`src/rtl/bseq_pkg.sv`:
```
package bseq_pkg;

   // Phase of the outer instruction loop
   typedef enum logic [1:0] {
      ST_IDLE  = 2'd0,
      ST_BOUND = 2'd1,
      ST_EXEC  = 2'd2
   } seq_state_e;

   // What the arbiter chose for this cycle
   typedef enum logic [1:0] {
      ACT_NONE  = 2'd0,
      ACT_RESET = 2'd1,
      ACT_ENTRY = 2'd2,
      ACT_FETCH = 2'd3
   } bound_act_e;

endpackage

```
`src/rtl/bseq_arbiter.sv`:
```
module bseq_arbiter
   import bseq_pkg::*;
(
   input  logic       at_bound,
   input  logic       rst_pend,
   input  logic       ireq,
   input  logic       ie,
   output bound_act_e act
);

   // Fixed priority: pending reset, then enabled interrupt, then fetch
   always_comb begin
      act = ACT_NONE;
      if (at_bound) begin
         if (rst_pend)
            act = ACT_RESET;
         else if (ireq && ie)
            act = ACT_ENTRY;
         else
            act = ACT_FETCH;
      end
   end

endmodule

```
`src/rtl/bseq_step_ctr.sv`:
```
module bseq_step_ctr #(
   parameter int unsigned STEP_W = 3,
   parameter bit          SAT    = 1'b1
) (
   input  logic              clk,
   input  logic              rst_n,
   input  logic              clr,
   input  logic              en,
   output logic [STEP_W-1:0] step
);

   localparam logic [STEP_W-1:0] STEP_MAX = {STEP_W{1'b1}};

   logic [STEP_W-1:0] step_inc;

   generate
      if (SAT) begin : g_sat
         assign step_inc = (step == STEP_MAX) ? step : step + 1'b1;
      end else begin : g_wrap
         assign step_inc = step + 1'b1;
      end
   endgenerate

   always_ff @(posedge clk or negedge rst_n) begin
      if (!rst_n)
         step <= '0;
      else if (clr)
         step <= '0;
      else if (en)
         step <= step_inc;
   end

endmodule

```
`src/rtl/bseq_irq_ctx.sv`:
```
module bseq_irq_ctx #(
   parameter int unsigned ADDR_W = 16,
   parameter int unsigned SRC_W  = 4
) (
   input  logic              clk,
   input  logic              rst_n,
   input  logic              take,
   input  logic              ie_set,
   input  logic [ADDR_W-1:0] pc,
   input  logic [SRC_W-1:0]  src,
   output logic              ie,
   output logic              iack,
   output logic [ADDR_W-1:0] ipc,
   output logic [SRC_W-1:0]  ii
);

   // Entry saves context, acknowledges and disables in the same edge
   always_ff @(posedge clk or negedge rst_n) begin
      if (!rst_n) begin
         ie   <= 1'b0;
         iack <= 1'b0;
         ipc  <= '0;
         ii   <= '0;
      end else begin
         iack <= take;
         if (take) begin
            ipc <= pc;
            ii  <= src;
            ie  <= 1'b0;
         end else if (ie_set) begin
            ie  <= 1'b1;
         end
      end
   end

endmodule

```
`src/rtl/boundary_sequencer.sv`:
```
module boundary_sequencer
   import bseq_pkg::*;
#(
   parameter int unsigned ADDR_W   = 16,
   parameter int unsigned SRC_W    = 4,
   parameter int unsigned STEP_W   = 3,
   parameter bit          STEP_SAT = 1'b1,
   parameter int unsigned VEC_ADDR = 256
) (
   input  logic              clk,
   input  logic              rst_n,
   input  logic              strt_i,
   input  logic              rst_req_i,
   input  logic              ireq_i,
   input  logic [SRC_W-1:0]  isrc_i,
   input  logic              ie_set_i,
   input  logic              done_i,
   input  logic [ADDR_W-1:0] pc_next_i,
   output logic              run_o,
   output logic [ADDR_W-1:0] pc_o,
   output logic [STEP_W-1:0] step_o,
   output logic              fetch_o,
   output logic              rf_clr_o,
   output logic              iack_o,
   output logic              ie_o,
   output logic [ADDR_W-1:0] ipc_o,
   output logic [SRC_W-1:0]  ii_o
);

   localparam logic [ADDR_W-1:0] VEC = VEC_ADDR[ADDR_W-1:0];

   generate
      if (ADDR_W < 2 || ADDR_W > 32) begin : g_bad_addr
         $error("ADDR_W must lie in 2..32");
      end
      if (SRC_W < 1) begin : g_bad_src
         $error("SRC_W must be at least 1");
      end
      if (STEP_W < 1) begin : g_bad_step
         $error("STEP_W must be at least 1");
      end
      if (ADDR_W < 32 && VEC_ADDR >= (32'd1 << ADDR_W)) begin : g_bad_vec
         $error("VEC_ADDR does not fit in ADDR_W bits");
      end
   endgenerate

   seq_state_e        state;
   bound_act_e        act;
   logic              rst_pend;
   logic              rst_pend_clr;
   logic              start_take;
   logic              fetch_q;
   logic              rf_clr_q;
   logic [ADDR_W-1:0] pc_q;
   logic              ie_w;
   logic              step_clr;
   logic              step_en;

   assign start_take   = (state == ST_IDLE) && strt_i;
   assign rst_pend_clr = start_take || (act == ACT_RESET);

   bseq_arbiter u_arb (
      .at_bound (state == ST_BOUND),
      .rst_pend (rst_pend),
      .ireq     (ireq_i),
      .ie       (ie_w),
      .act      (act)
   );

   always_ff @(posedge clk or negedge rst_n) begin
      if (!rst_n) begin
         state    <= ST_IDLE;
         pc_q     <= '0;
         fetch_q  <= 1'b0;
         rf_clr_q <= 1'b0;
         rst_pend <= 1'b0;
      end else begin
         fetch_q  <= 1'b0;
         rf_clr_q <= 1'b0;
         rst_pend <= (rst_pend && !rst_pend_clr) || rst_req_i;
         case (state)
            ST_IDLE: begin
               if (strt_i) begin
                  state    <= ST_BOUND;
                  pc_q     <= '0;
                  rf_clr_q <= 1'b1;
               end
            end
            ST_BOUND: begin
               case (act)
                  ACT_RESET: pc_q <= '0;
                  ACT_ENTRY: pc_q <= VEC;
                  ACT_FETCH: begin
                     state   <= ST_EXEC;
                     fetch_q <= 1'b1;
                  end
                  default: ;
               endcase
            end
            ST_EXEC: begin
               if (done_i) begin
                  pc_q  <= pc_next_i;
                  state <= ST_BOUND;
               end
            end
            default: state <= ST_IDLE;
         endcase
      end
   end

   assign step_clr = (act == ACT_FETCH) || (act == ACT_RESET) ||
                     ((state == ST_EXEC) && done_i);
   assign step_en  = (state == ST_EXEC);

   bseq_step_ctr #(
      .STEP_W (STEP_W),
      .SAT    (STEP_SAT)
   ) u_step (
      .clk   (clk),
      .rst_n (rst_n),
      .clr   (step_clr),
      .en    (step_en),
      .step  (step_o)
   );

   bseq_irq_ctx #(
      .ADDR_W (ADDR_W),
      .SRC_W  (SRC_W)
   ) u_ctx (
      .clk    (clk),
      .rst_n  (rst_n),
      .take   (act == ACT_ENTRY),
      .ie_set (ie_set_i),
      .pc     (pc_q),
      .src    (isrc_i),
      .ie     (ie_w),
      .iack   (iack_o),
      .ipc    (ipc_o),
      .ii     (ii_o)
   );

   assign run_o    = (state != ST_IDLE);
   assign pc_o     = pc_q;
   assign fetch_o  = fetch_q;
   assign rf_clr_o = rf_clr_q;
   assign ie_o     = ie_w;

endmodule

```
`config.mk`:
```
export PLATFORM = sky130hd
export DESIGN_NAME = boundary_sequencer
export DESIGN_NICKNAME = d
export VERILOG_FILES = /design/src/rtl/bseq_pkg.sv /design/src/rtl/bseq_arbiter.sv /design/src/rtl/bseq_step_ctr.sv /design/src/rtl/bseq_irq_ctx.sv /design/src/rtl/boundary_sequencer.sv
export SDC_FILE = /design/constraint.sdc
export NUM_CORES = 1
export LEC_CHECK = 0
export BUFFER_PORTS_ARGS = -buffer_cell sky130_fd_sc_hd__clkbuf_2
export CAP_MARGIN = 40
export CORE_ASPECT_RATIO = 0.9
export CORE_MARGIN = 3
export CORE_UTILIZATION = 30
export DETAILED_ROUTE_END_ITERATION = 16
export PLACE_DENSITY = 0.62
export RECOVER_POWER = 50
export SYNTH_ARGS = -nofsm -noshare
export SYNTH_HDL_FRONTEND = slang
export SYNTH_HIERARCHICAL = 1
export SYNTH_SLANG_ARGS = --single-unit
```
`constraint.sdc`:
```
create_clock -name clk -period 3.1 [get_ports clk]
set_input_delay 0.155 -clock clk [delete_from_list [all_inputs] [get_ports clk]]
set_output_delay 0.155 -clock clk [all_outputs]
set_load 0.05 [all_outputs]
```
==> impl_metrics.ini <==
[cts]
cts_setup_buffers = 0
htree_levels = 2
cts_sinks = 46
cts_buffers = 5
cts_tree = yes
path_clk_slew_ns = 0.08
clk_path_buf_depth = 2
worst_skew_pair.late_latency_ns = 0.29
ctsRootBufferMaster = clkbuf_8

[global_route]
grt_pass1_wl_mm = 7.43
first_global_vias = 1513
overflow = 0
grt_max_degree = 22
grt_usage_pct = 11.7
antenna_found_initial = 0

[setup_path]
cp.arrival_ns = 2.86
timing.rr.end = pc_o[7]
critPathCaptureType = register
path_cells = inv_1 > ha_1 > nor2b_1 > xnor2_1 > a2111oi_4 > buf_4 > mux2i_1
rrSetupSlack_ns = 0.46
max_stage_delay_ns = 0.72
crit_path_start_kind = register
worst-path-stages = 7
crit_required_ns = 3.31
cp.buffers_inverters = 2
crit_end = pc_o[7]
crit_fanout = 7
worst_path_max_delay_cell = a2111oi_4
crit_type = reg2reg
path_delay_family = compound AO/OA/AOI/OAI gates
rr_startpoint = state[1]
crit_start = state[1]
r2r_cells = 7

[synth]
synth_seq_cells = 46
synth.largest_area_cell = dfrtp_1
synth_nets = 193
synth_top_area_share_pct = 54.2
yosysSeqAreaShare_pct = 54.2
syn_area_mm2 = 0.00212
avgSynthCellArea_um2 = 13.3
ys_warn_count = 6
yosysUniqueCellTypes = 31
syn_inst = 160
synth_area_leaders = dfrtp_1 (54%), mux2_4 (15%), mux2i_1 (7.5%)

[timing]
slew_viol_final = 0
clock.fmax_mhz = 378
relSlewSlack_pct = 30.0
final_hold_viol_count = 0
min_period_ns = 2.64
rsz0062_at_grt = no
fin_crit_sh_pct = 85.3
finClkSkew_ns = 0.00342
fin_setup_tns_ns = 0
setup_violations = 0
worst_slew_pin_slew_ns = 1.05

[job]
drv_cap = 0

[place]
hpwl_mm = 3.45
place_congestion = 0.748
portBuffers = 70
dpl_cell_area_mm2 = 0.00261

[power_and_ir_drop]
pwr-share-comb_pct = 56.5
switching_share_pct = 47.8
seq_power_share_pct = 30.7
powerDensity_mw_per_mm2 = 1090
power.internal_mw = 1.51
p_leak_nw = 1.28
ir_drop_v = 0.000254
switching_power_mw = 1.38
clkPwrFrac_pct = 12.8

[layout]
insertedDiodeCount = 0
area_delta_synth_final_pct = 24.6
regArea_mm2 = 0.00115
fin_nets = 272
fillCellCount = 684
final_cell_mix = dfrtp_1 (46), clkbuf_1 (39), clkbuf_2 (33), mux2_4 (21), inv_1 (19)
final_common_cell = dfrtp_1
fin_area_mm2 = 0.00264
drive_above_1_share_pct = 30.4
multiInputGateArea_um2 = 862

[detailed_routing]
drt_iter0_drc = 37
vias = 1419
drt_first_pass_iters = 4
wirelength_mm = 4.59
drc = 0
drt.antenna.violating_nets = 0
wl_per_cell_um = 13.9
viasPerCell = 4.30

[min_path]
hold_path_class = in2reg

[floorplanning]
placeableCoreArea_mm2 = 0.00673
num_rows = 28
initial_utilization_pct = 31.5
die_y_um = 85.8
die_area_mm2 = 0.00812
boundaryPins = 71
die_w_um = 94.7

[run_status]
status = completed
==> what timing repair did <==
| action | in CTS | in global routing |
|---|---|---|
| hold buffers | 1 | 0 |
| resized for setup | 0 | 0 |
| hold endpoints to repair | 14 | 0 |
==> flip-flops by register name, indices dropped and copies added, names as in the netlist <==
register,flops
pc_o,16
u_ctx/ipc,16
u_ctx/ii,4
u_step/step,3
state,2
fetch_o,1
rf_clr_o,1
rst_pend,1
u_ctx/iack,1
u_ctx/ie,1
==> kinds of logic after synthesis <==
kind of cell	after synthesis	synth area share [%]
and+or+nand+nor	33	8.25
buffers and inverters	24	5.48
AOI/OAI and AO/OA	12	5.13
xor gates and xnor gates	1	0.413
DFF	46	54.2
muxes	38	22.9
adders and majority gates	6	3.54
==> worst min path at each step <==
| stage | startpoint | to | slack (ns) | depth (start not counted) |
|---|---|---|---|---|
| floorplan | rst_n | fetch_o | -0.14 | 0 |
| global placement | rst_n | u_ctx/ii[1] | 0.29 | 1 |
| detailed placement | rst_n | u_ctx/ii[2] | 0.12 | 1 |
| CTS | rst_req_i | rst_pend | 0.05 | 2 |
| global route | rst_req_i | rst_pend | 0.05 | 2 |
| finish | rst_req_i | rst_pend | 0.06 | 2 |
==> layout make-up <==
cell class              instances  share of cell area, %
inverters                      19                   2.70
multi-input cells              90                   32.6
clock buffers                   7                   3.27
well taps                      90                   4.26
repair buffers                 77                   13.4
flip-flops and latches         46                   43.5
clock inverters                 1                  0.189
==> power by group through the flow <==
stage | registers, mW | clock network (mW) | logic [mW]
2_1_floorplan | 1.42 | 0 | 0.812
5_1_grt | 0.909 | 0.414 | 1.74
6_report | 0.885 | 0.370 | 1.63
3_3_place_gp | 0.890 | 0 | 1.66
4_1_cts | 0.889 | 0.390 | 1.69
3_5_place_dp | 0.898 | 0 | 1.68
==> synthesized netlist by cell type <==
library cell,count
a2111oi_4,1
a211oi_1,1
a21boi_0,1
a21o_1,1
a21o_2,1
a21oi_1,1
and2_1,1
and3_2,1
buf_6,2
buf_8,1
clkbuf_1,2
dfrtp_1,46
ha_1,6
inv_1,19
mux2_2,1
mux2_4,21
mux2i_1,16
nand2_1,18
nand2b_1,2
nand3b_1,1
nand4bb_1,2
nor2_1,2
nor2b_1,4
nor2b_4,1
nor3_1,1
o21a_1,1
o21ai_1,2
o21ba_2,1
o21bai_1,1
o32a_1,1
xnor2_1,1
==> metrics by stage <==
step           setup slack, ns  total power [mW]  hold WS [ns]  cells  util [%]
5_1_grt                  0.189              3.06        0.0470    330      39.3
2_1_floorplan            0.807              2.23        -0.141    160         -
3_3_place_gp             0.604              2.55         0.294    320      38.4
4_1_cts                  0.432              2.97        0.0509    330      40.3
3_5_place_dp             0.454              2.58         0.120    321      38.8
6_report                 0.456              2.88        0.0602    330      39.3
==> layer usage <==
layer	wire (um)	part of all wire, %	track usage [%]	vias up
met4	28	0.61	2.75	0
met2	2160	47	18.4	40
met1	2080	45	15.8	688
met3	311	6.8	3.51	4
met5	0	0	0	-
li1	-	-	-	687
(Power assumes the default switching activity.)
